$ cat config.mk
export PLATFORM = sky130hd
export DESIGN_NAME = wdog_timer
export DESIGN_NICKNAME = d
export VERILOG_FILES = /design/src/rtl/wdog_pkg.sv /design/src/rtl/wdog_prescaler.sv /design/src/rtl/wdog_regs.sv /design/src/rtl/wdog_countdown.sv /design/src/rtl/wdog_outshape.sv /design/src/rtl/wdog_timer.sv
export SDC_FILE = /design/constraint.sdc
export NUM_CORES = 1
export LEC_CHECK = 0
export BUFFER_PORTS_ARGS = -buffer_cell sky130_fd_sc_hd__buf_2
export CORE_ASPECT_RATIO = 1.5
export CORE_UTILIZATION = 54
export CTS_CLUSTER_DIAMETER = 150
export DETAILED_ROUTE_END_ITERATION = 7
export HOLD_SLACK_MARGIN = 0.15
export PLACE_DENSITY = 0.72
export SLEW_MARGIN = 10
export SYNTH_ARGS = -nofsm -noshare
export SYNTH_HDL_FRONTEND = slang
export SYNTH_HIERARCHICAL = 1
export SYNTH_SLANG_ARGS = --single-unit
$ cat constraint.sdc
create_clock -name clk_i -period 9.7 [get_ports clk_i]
set_input_delay 0.97 -clock clk_i [delete_from_list [all_inputs] [get_ports clk_i]]
set_output_delay 0.97 -clock clk_i [all_outputs]
set_load 0.1 [all_outputs]
$ cat src/rtl/wdog_pkg.sv
package wdog_pkg;

    localparam int DATA_W = 8;

    // control fields in the order they are packed into bits 5:0
    typedef struct packed {
        logic       en;
        logic       pulse_mode;
        logic       unit_min;
        logic       act_high;
        logic [1:0] pw_sel;
    } wdog_ctrl_t;

    localparam int CTRL_W    = $bits(wdog_ctrl_t);
    localparam int FLAG_BIT  = 6;

endpackage

$ cat src/rtl/wdog_prescaler.sv
module wdog_prescaler #(
    parameter int CLK_PER_MS  = 100000,
    parameter int MS_PER_SEC  = 1000,
    parameter int SEC_PER_MIN = 60
) (
    input  logic clk_i,
    input  logic rst_ni,
    input  logic run_i,
    input  logic restart_i,
    output logic ms_tick_o,
    output logic sec_tick_o,
    output logic min_tick_o
);

    localparam int MS_W  = $clog2(CLK_PER_MS + 1);
    localparam int SEC_W = $clog2(MS_PER_SEC + 1);
    localparam int MIN_W = $clog2(SEC_PER_MIN + 1);

    typedef struct packed {
        logic [MS_W-1:0]  ms_cnt;
        logic [SEC_W-1:0] sec_cnt;
        logic [MIN_W-1:0] min_cnt;
    } pre_state_t;

    pre_state_t st_d, st_q;
    logic ms_tick, sec_tick, min_tick;

    always_comb begin
        ms_tick  = run_i && (st_q.ms_cnt == MS_W'(CLK_PER_MS - 1));
        sec_tick = ms_tick && (st_q.sec_cnt == SEC_W'(MS_PER_SEC - 1));
        min_tick = sec_tick && (st_q.min_cnt == MIN_W'(SEC_PER_MIN - 1));

        st_d = st_q;
        if (!run_i || restart_i) begin
            st_d = '0;
        end else if (ms_tick) begin
            st_d.ms_cnt = '0;
            if (sec_tick) begin
                st_d.sec_cnt = '0;
                st_d.min_cnt = min_tick ? '0 : st_q.min_cnt + 1'b1;
            end else begin
                st_d.sec_cnt = st_q.sec_cnt + 1'b1;
            end
        end else begin
            st_d.ms_cnt = st_q.ms_cnt + 1'b1;
        end
    end

    always_ff @(posedge clk_i or negedge rst_ni) begin
        if (!rst_ni) st_q <= '0;
        else         st_q <= st_d;
    end

    assign ms_tick_o  = ms_tick;
    assign sec_tick_o = sec_tick;
    assign min_tick_o = min_tick;

endmodule

$ cat src/rtl/wdog_regs.sv
module wdog_regs
    import wdog_pkg::*;
#(
    parameter int ADDR_W  = 3,
    parameter int CFG_OFS = 5,
    parameter int TMO_OFS = 6
) (
    input  logic              clk_i,
    input  logic              rst_ni,
    input  logic              wr_en_i,
    input  logic [ADDR_W-1:0] addr_i,
    input  logic [DATA_W-1:0] wdata_i,
    input  logic              expire_i,
    output wdog_ctrl_t        ctrl_o,
    output logic [DATA_W-1:0] tmo_o,
    output logic              flag_o,
    output logic              tmo_wr_o,
    output logic [DATA_W-1:0] rdata_o
);

    typedef struct packed {
        wdog_ctrl_t        ctrl;
        logic [DATA_W-1:0] tmo;
        logic              flag;
    } reg_state_t;

    reg_state_t st_d, st_q;
    logic cfg_hit, tmo_hit;

    always_comb begin
        cfg_hit = wr_en_i && (addr_i == ADDR_W'(CFG_OFS));
        tmo_hit = wr_en_i && (addr_i == ADDR_W'(TMO_OFS));

        st_d = st_q;
        if (cfg_hit) begin
            st_d.ctrl = wdog_ctrl_t'(wdata_i[CTRL_W-1:0]);
            if (wdata_i[FLAG_BIT]) st_d.flag = 1'b0;
        end
        if (tmo_hit) st_d.tmo = wdata_i;
        // a fresh expiry wins over a simultaneous clear
        if (expire_i) st_d.flag = 1'b1;
    end

    always_ff @(posedge clk_i or negedge rst_ni) begin
        if (!rst_ni) st_q <= '0;
        else         st_q <= st_d;
    end

    always_comb begin
        rdata_o = '0;
        if (addr_i == ADDR_W'(CFG_OFS))      rdata_o = {1'b0, st_q.flag, st_q.ctrl};
        else if (addr_i == ADDR_W'(TMO_OFS)) rdata_o = st_q.tmo;
    end

    assign ctrl_o   = st_q.ctrl;
    assign tmo_o    = st_q.tmo;
    assign flag_o   = st_q.flag;
    assign tmo_wr_o = tmo_hit;

endmodule

$ cat src/rtl/wdog_countdown.sv
module wdog_countdown
    import wdog_pkg::*;
(
    input  logic              clk_i,
    input  logic              rst_ni,
    input  logic              en_i,
    input  logic              unit_tick_i,
    input  logic              load_i,
    input  logic [DATA_W-1:0] load_val_i,
    input  logic [DATA_W-1:0] tmo_i,
    output logic              expire_o
);

    typedef struct packed {
        logic [DATA_W-1:0] rem;
    } cnt_state_t;

    cnt_state_t st_d, st_q;

    always_comb begin
        st_d     = st_q;
        expire_o = 1'b0;
        if (!en_i) begin
            st_d.rem = load_i ? load_val_i : tmo_i;
        end else if (load_i) begin
            st_d.rem = load_val_i;
        end else if (unit_tick_i && (st_q.rem != '0)) begin
            st_d.rem = st_q.rem - 1'b1;
            expire_o = (st_q.rem == DATA_W'(1));
        end
    end

    always_ff @(posedge clk_i or negedge rst_ni) begin
        if (!rst_ni) st_q <= '0;
        else         st_q <= st_d;
    end

endmodule

$ cat src/rtl/wdog_outshape.sv
module wdog_outshape #(
    parameter int PW0_MS = 1,
    parameter int PW1_MS = 25,
    parameter int PW2_MS = 125,
    parameter int PW3_MS = 5000
) (
    input  logic       clk_i,
    input  logic       rst_ni,
    input  logic       en_i,
    input  logic       pulse_mode_i,
    input  logic       act_high_i,
    input  logic [1:0] pw_sel_i,
    input  logic       flag_i,
    input  logic       expire_i,
    input  logic       ms_tick_i,
    output logic       rst_out_o
);

    localparam int PW_A   = (PW0_MS > PW1_MS) ? PW0_MS : PW1_MS;
    localparam int PW_B   = (PW2_MS > PW3_MS) ? PW2_MS : PW3_MS;
    localparam int PW_MAX = (PW_A > PW_B) ? PW_A : PW_B;
    localparam int PW_W   = $clog2(PW_MAX + 1);

    typedef struct packed {
        logic            on;
        logic [PW_W-1:0] cnt;
    } pls_state_t;

    pls_state_t st_d, st_q;
    logic [PW_W-1:0] last_cnt;
    logic active;

    always_comb begin
        case (pw_sel_i)
            2'd0:    last_cnt = PW_W'(PW0_MS - 1);
            2'd1:    last_cnt = PW_W'(PW1_MS - 1);
            2'd2:    last_cnt = PW_W'(PW2_MS - 1);
            default: last_cnt = PW_W'(PW3_MS - 1);
        endcase
    end

    always_comb begin
        st_d = st_q;
        if (!en_i) begin
            st_d = '0;
        end else if (expire_i && pulse_mode_i) begin
            st_d.on  = 1'b1;
            st_d.cnt = '0;
        end else if (st_q.on && ms_tick_i) begin
            if (st_q.cnt == last_cnt) begin
                st_d.on  = 1'b0;
                st_d.cnt = '0;
            end else begin
                st_d.cnt = st_q.cnt + 1'b1;
            end
        end
    end

    always_ff @(posedge clk_i or negedge rst_ni) begin
        if (!rst_ni) st_q <= '0;
        else         st_q <= st_d;
    end

    always_comb begin
        active    = en_i && (pulse_mode_i ? st_q.on : flag_i);
        rst_out_o = act_high_i ? active : !active;
    end

endmodule

$ cat src/rtl/wdog_timer.sv
module wdog_timer
    import wdog_pkg::*;
#(
    parameter int ADDR_W      = 3,
    parameter int CFG_OFS     = 5,
    parameter int TMO_OFS     = 6,
    parameter int CLK_PER_MS  = 100000,
    parameter int MS_PER_SEC  = 1000,
    parameter int SEC_PER_MIN = 60,
    parameter int PW0_MS      = 1,
    parameter int PW1_MS      = 25,
    parameter int PW2_MS      = 125,
    parameter int PW3_MS      = 5000
) (
    input  logic              clk_i,
    input  logic              rst_ni,
    input  logic              wr_en_i,
    input  logic [ADDR_W-1:0] addr_i,
    input  logic [7:0]        wdata_i,
    output logic [7:0]        rdata_o,
    output logic              rst_out_o
);

    wdog_ctrl_t        ctrl;
    logic [DATA_W-1:0] tmo;
    logic              flag_w;
    logic              tmo_wr;
    logic              expire_w;
    logic              ms_tick, sec_tick, min_tick, unit_tick;
    logic              en_w, pulse_w, hi_w;

    assign en_w    = ctrl.en;
    assign pulse_w = ctrl.pulse_mode;
    assign hi_w    = ctrl.act_high;

    wdog_regs #(
        .ADDR_W (ADDR_W),
        .CFG_OFS(CFG_OFS),
        .TMO_OFS(TMO_OFS)
    ) u_regs (
        .clk_i   (clk_i),
        .rst_ni  (rst_ni),
        .wr_en_i (wr_en_i),
        .addr_i  (addr_i),
        .wdata_i (wdata_i),
        .expire_i(expire_w),
        .ctrl_o  (ctrl),
        .tmo_o   (tmo),
        .flag_o  (flag_w),
        .tmo_wr_o(tmo_wr),
        .rdata_o (rdata_o)
    );

    wdog_prescaler #(
        .CLK_PER_MS (CLK_PER_MS),
        .MS_PER_SEC (MS_PER_SEC),
        .SEC_PER_MIN(SEC_PER_MIN)
    ) u_pre (
        .clk_i     (clk_i),
        .rst_ni    (rst_ni),
        .run_i     (en_w),
        .restart_i (tmo_wr),
        .ms_tick_o (ms_tick),
        .sec_tick_o(sec_tick),
        .min_tick_o(min_tick)
    );

    assign unit_tick = ctrl.unit_min ? min_tick : sec_tick;

    wdog_countdown u_cnt (
        .clk_i      (clk_i),
        .rst_ni     (rst_ni),
        .en_i       (en_w),
        .unit_tick_i(unit_tick),
        .load_i     (tmo_wr),
        .load_val_i (wdata_i),
        .tmo_i      (tmo),
        .expire_o   (expire_w)
    );

    wdog_outshape #(
        .PW0_MS(PW0_MS),
        .PW1_MS(PW1_MS),
        .PW2_MS(PW2_MS),
        .PW3_MS(PW3_MS)
    ) u_out (
        .clk_i       (clk_i),
        .rst_ni      (rst_ni),
        .en_i        (en_w),
        .pulse_mode_i(pulse_w),
        .act_high_i  (hi_w),
        .pw_sel_i    (ctrl.pw_sel),
        .flag_i      (flag_w),
        .expire_i    (expire_w),
        .ms_tick_i   (ms_tick),
        .rst_out_o   (rst_out_o)
    );

endmodule

# --- After elaboration in Yosys (flattened, before gate mapping) ---
# Index checks and enable logic that the tools add are counted.
word_totals:
  inputBits: 14
  ff_bits: 70
  wordCells: 78
  output_inout_bits: 9
classes:
  mux: 27
  eq_ne: 12
  n_reduce_logical: 21
  add_sub_neg: 5
op_table:
  columns: ["cell", "count"]
  rows:
  - ["two-way mux 8 bit", 6]
  - ["two-way mux 14 bit", 3]
  - ["case mux 13 bit (3 select lines)", 1]
  - ["two-way mux 33 bit", 1]
  - ["adder 17 x 1 -> 17 bit (second input constant)", 1]
  - ["== test 17 bit (second input constant)", 1]
  - ["two-way mux 17 bit", 1]
  - ["two-way mux 16 bit", 1]
  - ["adder 13 x 1 -> 13 bit (second input constant)", 1]
  - ["== test 13 bit", 1]
  - ["two-way mux 13 bit", 1]
  - ["two-way mux 6 bit", 2]
  - ["adder 10 x 1 -> 10 bit (second input constant)", 1]
  - ["== test 10 bit (second input constant)", 1]
  - ["two-way mux 1 bit", 10]
  - ["two-way mux 10 bit", 1]
  - ["logical AND 1 bit", 9]
  - ["!= test 3 x 1 -> 1 bit (second input constant)", 3]
  - ["== test 8 x 1 -> 1 bit (second input constant)", 1]
  - ["nonzero test 2 bit", 4]
  - ["nonzero test 8 bit", 1]
  - ["subtractor 8 x 1 -> 8 bit (second input constant)", 1]
  - ["adder 6 x 1 -> 6 bit (second input constant)", 1]
  - ["== test 3 bit (second input constant)", 2]
  - ["other kinds (7)", 10]

# --- Depth between registers and ports, before layout ---
depth:
  depth_word: 12
  ltp_mapped: 16
  ltp_nobuf: 12

# --- Cells and area by module ---
# Netlist, hierarchy kept.
by_module_without_submodules:
  columns: ["mod", "cells_each", "seq_area_each_um2", "area_each_um2", "n_inst"]
  rows:
  - ["wdog_prescaler", 208, 825.8, 1941.9, 1]
  - ["wdog_outshape", 96, 350.3, 930.9, 1]
  - ["wdog_regs", 59, 375.4, 784.5, 1]
  - ["wdog_countdown", 71, 200.2, 648.1, 1]
  - ["wdog_timer", 1, 0.0, 15.0, 1]

# --- Worst setup path after synthesis ---
# Ideal clock, no wire load.
synth_path:
  path_type: "in2out"
  startpoint: "in addr_i[0]"
  endpoint: "out rdata_o[2]"
  path_stages: 3
  arrival_time_ns: 3.458
  t_required_ns: 8.730
  path_buffers: 1
  setup_slack_ns: 5.272
  path_cell_list: "buf_2 -> nand3b_1 -> a21boi_0"
synth_via:
  elab_chain_cells: 3
  elab_cells_between_ends: 4
  classes_between: "eq/ne (2); mux (2)"
synth_rtl:
  columns: ["item", "line", "text"]
  rows:
  - ["from (decl)", "wdog_timer.sv:18", "input logic [ADDR_W-1:0] addr_i,"]
  - ["== test 3 bit", "wdog_regs.sv:52", "else if (addr_i == ADDR_W'(TMO_OFS)) rdata_o = st_q.tmo;"]
  - ["two-way mux 8 bit", "wdog_regs.sv:52", null]
  - ["two-way mux 8 bit (*)", "wdog_regs.sv:51", "if (addr_i == ADDR_W'(CFG_OFS)) rdata_o = {1'b0, st_q.flag, st_q.ctrl};"]
  - ["to (decl)", "wdog_timer.sv:20", "output logic [7:0] rdata_o,"]
# Mark *: on every way between the ends. The rest lies on a longest branch, timed or not.

# --- Final worst setup path ---
layout_path:
  startpoint: "reg u_regs.st_q (netlist bit u_regs/ctrl_o[5])"
  endpoint: "reg u_out/st_q[12] (netlist bit)"
layout_via:
  elab_chain_cells: 11
  elab_cells_between_ends: 13
  classes_between: "eq/ne (1); mux (6); reduce/logical (6)"
layout_rtl:
  columns: ["item", "line", "text"]
  rows:
  - ["from (decl)", "wdog_regs.sv:27", "reg_state_t st_d, st_q;"]
  - ["from (signal assigned)", "wdog_regs.sv:46", "else st_q <= st_d;"]
  - ["logical AND 1 bit (*)", "wdog_prescaler.sv:29", "ms_tick = run_i && (st_q.ms_cnt == MS_W'(CLK_PER_MS - 1));"]
  - ["logical AND 1 bit (*)", "wdog_prescaler.sv:30", "sec_tick = ms_tick && (st_q.sec_cnt == SEC_W'(MS_PER_SEC - 1));"]
  - ["logical AND 1 bit (*)", "wdog_prescaler.sv:31", "min_tick = sec_tick && (st_q.min_cnt == MIN_W'(SEC_PER_MIN - 1));"]
  - ["via min_tick", "wdog_timer.sv:29", "logic ms_tick, sec_tick, min_tick, unit_tick;"]
  - ["two-way mux 1 bit (*)", "wdog_timer.sv:68", "assign unit_tick = ctrl.unit_min ? min_tick : sec_tick;"]
  - ["via unit_tick", "wdog_timer.sv:29", null]
  - ["logical AND 1 bit (*)", "wdog_countdown.sv:27", "end else if (unit_tick_i && (st_q.rem != '0)) begin"]
  - ["two-way mux 1 bit (*)", "wdog_countdown.sv:27", null]
  - ["two-way mux 1 bit (*)", "wdog_countdown.sv:25", "end else if (load_i) begin"]
  - ["two-way mux 1 bit (*)", "wdog_countdown.sv:23", "if (!en_i) begin"]
  - ["via expire_w", "wdog_timer.sv:28", "logic expire_w;"]
  - ["logical AND 1 bit (*)", "wdog_outshape.sv:46", "end else if (expire_i && pulse_mode_i) begin"]
  - ["two-way mux 14 bit", "wdog_outshape.sv:46", null]
  - ["two-way mux 14 bit", "wdog_outshape.sv:44", "if (!en_i) begin"]
  - ["to (signal assigned)", "wdog_outshape.sv:61", "else st_q <= st_d;"]
  - ["to (decl)", "wdog_outshape.sv:29", "pls_state_t st_d, st_q;"]
# Mark *: on every way through the listed nets, which the timed path passes. The rest lies on a longest branch.
# A chain may end at the register's enable or synchronous reset.

==> impl_metrics.prom <==
# TYPE chip_impl_metric gauge
chip_impl_info{name="min_path_type",value="reg -> reg"} 1
chip_impl_metric{name="clk_latency",unit="ps"} 330
chip_impl_metric{name="worst_r2r_path_depth",unit=""} 11
chip_impl_metric{name="postSynth.asyncResetShare",unit=""} 1.000
chip_impl_metric{name="max_slew_margin",unit=""} 0.3002
chip_impl_metric{name="syn_inst",unit=""} 435
chip_impl_metric{name="yosysTopAreaCellShare",unit=""} 0.4054
chip_impl_metric{name="ctsLongestPathBuffers",unit=""} 2
chip_impl_metric{name="holdBufCountCts",unit=""} 0
chip_impl_metric{name="final_critical_path_setup_slack",unit="ps"} 5523
chip_impl_metric{name="routedWlPerCell",unit="µm"} 17.39
chip_impl_metric{name="power",unit="µW"} 859.5
chip_impl_metric{name="worst_ep_required_time",unit="ps"} 9950
chip_impl_metric{name="effective_utilization_at_floorplan",unit=""} 0.5639
chip_impl_metric{name="pwr_per_cell_area",unit="nW/µm²"} 181.2
chip_impl_info{name="synth.area.top_cells",value="sky130_fd_sc_hd__dfrtp_1 41%, sky130_fd_sc_hd__mux2_2 3.6%, sky130_fd_sc_hd__nand2_1 2.7%"} 1
chip_impl_metric{name="port_buffers",unit=""} 22
chip_impl_metric{name="max_freq",unit="MHz"} 239.4
chip_impl_metric{name="synth_seq_cells",unit=""} 70
chip_impl_info{name="hold_start",value="u_pre/st_q[16]$_DFF_PN0_"} 1
chip_impl_metric{name="skew",unit="ps"} 4.615
chip_impl_metric{name="layout.filler_cells",unit=""} 625
chip_impl_metric{name="htree_levels",unit=""} 3
chip_impl_info{name="cp_delay_by_family_top",value="simple AND/OR/NAND/NOR gates"} 1
chip_impl_metric{name="placement_rows",unit=""} 39
chip_impl_metric{name="synth_fp_nets",unit=""} 458
chip_impl_metric{name="synth-simple-area-share",unit=""} 0.2699
chip_impl_metric{name="grt.total_usage",unit=""} 0.2527
chip_impl_metric{name="detailed_route_iter0_violations",unit=""} 212
chip_impl_metric{name="critical_path_arrival",unit="ps"} 4420
chip_impl_metric{name="place_hpwl",unit="µm"} 6596
chip_impl_metric{name="post_synth_fa_ha_maj_area_fraction",unit=""} 0.02606
chip_impl_metric{name="global_route_wire_length_before_repair",unit="µm"} 16060
chip_impl_info{name="rsz_0062_raised_after_global_routing",value="false"} 1
chip_impl_metric{name="cts_resized",unit=""} 0
chip_impl_info{name="timing.critical_path.to_type",value="flop"} 1
chip_impl_metric{name="finalWorstPathRequiredPeriod",unit="ps"} 4177
chip_impl_metric{name="fp.coreArea",unit="µm²"} 7661
chip_impl_info{name="cp_cell_sequence",value="and4b_1 -> nand3_4 -> nor3_1 -> mux2_4 -> inv_1 -> a2111oi_1 -> and4_2 -> a21bo_2 -> o211ai_4 -> or4_4 -> a211oi_2"} 1
chip_impl_info{name="cts_tree",value="yes"} 1
chip_impl_metric{name="setup_total_negative_slack",unit="ps"} 0
chip_impl_metric{name="synth_xor_area_frac",unit=""} 0.04257
chip_impl_info{name="ys.flop_type",value="sky130_fd_sc_hd__dfrtp_1"} 1
chip_impl_metric{name="final-setup-viol-count",unit=""} 0
chip_impl_metric{name="synth_compound_gate_area_share",unit=""} 0.1723
chip_impl_metric{name="worst_hold_slack",unit="ps"} 499.6
chip_impl_metric{name="synth_area_per_cell",unit="µm²"} 9.932
chip_impl_metric{name="io_pins",unit=""} 23
chip_impl_info{name="worst_setup_start_kind",value="flop"} 1
chip_impl_metric{name="gpl.final_weighted_congestion",unit=""} 0.8587
chip_impl_info{name="run_status",value="complete, no violations"} 1
chip_impl_metric{name="critPathBufInv",unit=""} 1
chip_impl_metric{name="chipWidth",unit="µm"} 75.04
chip_impl_metric{name="synth_edf_count",unit=""} 0
chip_impl_metric{name="max_stage_delay",unit="ps"} 710
chip_impl_info{name="type_of_the_worst_setup_path",value="reg -> reg"} 1
chip_impl_metric{name="cts.sinks",unit=""} 70
chip_impl_metric{name="slew_violations",unit=""} 0
chip_impl_metric{name="route.vias.total",unit=""} 3500
chip_impl_metric{name="worst_setup_hold_path_clk_slew",unit="ps"} 50
chip_impl_metric{name="max_cap_violations",unit=""} 0
chip_impl_info{name="synth_top_area_cell",value="sky130_fd_sc_hd__dfrtp_1"} 1
chip_impl_metric{name="avgViaCountPerCell",unit=""} 6.318
chip_impl_metric{name="layout_worst_path_cycle_share",unit=""} 0.4307
chip_impl_metric{name="grt_max_degree",unit=""} 71
chip_impl_metric{name="p_leak",unit="µW"} 0.001943
chip_impl_metric{name="area_growth",unit="%"} 9.789
chip_impl_metric{name="peakVddDrop",unit="mV"} 0.1172
chip_impl_metric{name="antenna_found_initial",unit=""} 0
chip_impl_metric{name="first_global_vias",unit=""} 3474
chip_impl_metric{name="cp_max_fo",unit=""} 26
chip_impl_metric{name="drc",unit=""} 0
chip_impl_metric{name="antenna_cells",unit=""} 0
chip_impl_metric{name="place_worst_setup_slack",unit="ps"} 5596
chip_impl_metric{name="grt_overflow",unit=""} 0
chip_impl_metric{name="finalNetCount",unit=""} 471
chip_impl_metric{name="reg2reg_slack",unit="ps"} 5520
chip_impl_metric{name="die_h",unit="µm"} 111.6
chip_impl_metric{name="slew_at_the_pin_with_the_worst_max_slew_slack",unit="ps"} 1041
chip_impl_metric{name="detail-route-antenna-nets",unit=""} 0
chip_impl_info{name="synth_top_family_by_area",value="simple AND/OR/NAND/NOR gates"} 1
chip_impl_metric{name="cts_made_buffers",unit=""} 9
chip_impl_metric{name="synth_cell_type_count",unit=""} 83
chip_impl_info{name="r2r_end",value="u_out/st_q[12]$_DFFE_PN0P_"} 1
chip_impl_metric{name="min_path_cells",unit=""} 1
chip_impl_metric{name="cts.repair_timing.setup_buffer_count",unit=""} 0
chip_impl_metric{name="synthMuxAreaShare",unit=""} 0.04692
chip_impl_info{name="layout.cells.most_common_list",value="70 x sky130_fd_sc_hd__dfrtp_1, 31 x sky130_fd_sc_hd__nand2_1, 23 x sky130_fd_sc_hd__nor2_1"} 1
chip_impl_metric{name="drt_first_pass_iters",unit=""} 4
chip_impl_metric{name="hold_viol",unit=""} 0
chip_impl_info{name="most_common_library_cell_in_the_layout_ignoring_fill_and_taps",value="sky130_fd_sc_hd__dfrtp_1"} 1
chip_impl_info{name="timing.rr.start",value="u_regs/ctrl_o[5]$_DFFE_PN0P_"} 1
chip_impl_metric{name="routed_wirelength",unit="µm"} 9634
chip_impl_info{name="cts_root_buf",value="sky130_fd_sc_hd__clkbuf_16"} 1
chip_impl_metric{name="fraction_of_the_yosys_area_taken_by_sequential_cells",unit=""} 0.4054
chip_impl_info{name="hold_path_end",value="u_pre/st_q[16]$_DFF_PN0_"} 1
chip_impl_metric{name="netlist_area",unit="µm²"} 4320
chip_impl_metric{name="ys.warnings.count",unit=""} 6
chip_impl_info{name="cpMaxStageDelayCell",value="sky130_fd_sc_hd__dfrtp_1"} 1
chip_impl_metric{name="fp.dieArea",unit="µm²"} 8370
chip_impl_metric{name="post_route_cells_drive_above_1_share",unit=""} 0.1615
worst max-delay path by stage:
stage / start / to / slack, ps / cells after the start
after global routing: u_regs/ctrl_o[5]$_DFFE_PN0P_ / u_out/st_q[12]$_DFFE_PN0P_ / 5260 / 11
after floorplan: addr_i[0] / rdata_o[2] / 5270 / 3
after CTS: u_regs/ctrl_o[5]$_DFFE_PN0P_ / u_out/st_q[12]$_DFFE_PN0P_ / 5570 / 11
after detailed placement: u_regs/ctrl_o[5]$_DFFE_PN0P_ / u_out/st_q[12]$_DFFE_PN0P_ / 5600 / 11
after global placement: u_regs/ctrl_o[5]$_DFFE_PN0P_ / u_out/st_q[12]$_DFFE_PN0P_ / 5740 / 11
final: u_regs/ctrl_o[5]$_DFFE_PN0P_ / u_out/st_q[12]$_DFFE_PN0P_ / 5520 / 11
final cells by class:
cell class,count,area (µm²),share of cell area
well taps,102,127.6,0.02691
clock inverters,1,30.03,0.006331
inverters,14,52.55,0.01108
clock buffers,14,254.0,0.05355
multi-input cells,330,2410,0.5080
repair buffers,23,117.6,0.02480
flip-flops and latches,70,1752,0.3693
per-layer routing:
layer  global-route usage  up-vias  wire [µm]
li1                     -     1686          -
met1               0.2967     1727       4160
met2               0.4276       67       4913
met3              0.05882       20        291
met4               0.1119        0        268
met5                    0        -          0
report_power, final:
part	total (µW)	internal, µW	leakage (µW)	switching [µW]
Combinational	181	69.6	0.000868	112
Clock	317	205	0.000137	112
Sequential	361	321	0.000938	39.7
per-stage QoR:
| stage | instances | util | instance area, µm² |
|---|---|---|---|
| after global routing | 554 | 0.6191 | 4743 |
| after detailed placement | 539 | 0.5821 | 4459 |
| after CTS | 554 | 0.6191 | 4743 |
| final | 554 | 0.6191 | 4743 |
| after floorplan | 435 | - | 4320 |
| after global placement | 539 | 0.5821 | 4459 |
state kept, by name, indices dropped and copies added, names as in the netlist:
signal,cells
u_pre/st_q,33
u_out/st_q,14
u_regs/flag_o,1
u_regs/tmo_o,8
u_cnt/st_q,8
u_regs/ctrl_o,6
logic make-up (layout without fill, tap and decap cells):
family                   after synthesis  in the layout
AO/OA/AOI/OAI                        101            101
buffers and inverters                 35             52
AND/OR/NAND/NOR                      181            181
XOR/XNOR                              21             21
multiplexers                          18             18
flip-flops                            70             70
adder cells (fa/ha/maj)                9              9
Yosys cell counts, drive strengths merged (3+ instances only):
master	number
dfrtp	70
nand2	31
nor2	23
a21oi	19
nand3	17
mux2	15
nand3b	15
inv	14
nor3	13
o21ai	13
xor2	13
buf	12
nand4	11
o31ai	11
and3	10
clkbuf	9
ha	9
or4	9
and4	8
or3	8
xnor2	8
a21boi	7
a31oi	6
nor4	6
a211oi	5
o211ai	5
and2	4
nand2b	4
nand4b	4
o2111ai	4
or4b	4
a22o	3
and4b	3
mux2i	3
nor2b	3
o21a	3
Note: power is estimated with default switching activity, not from simulation.
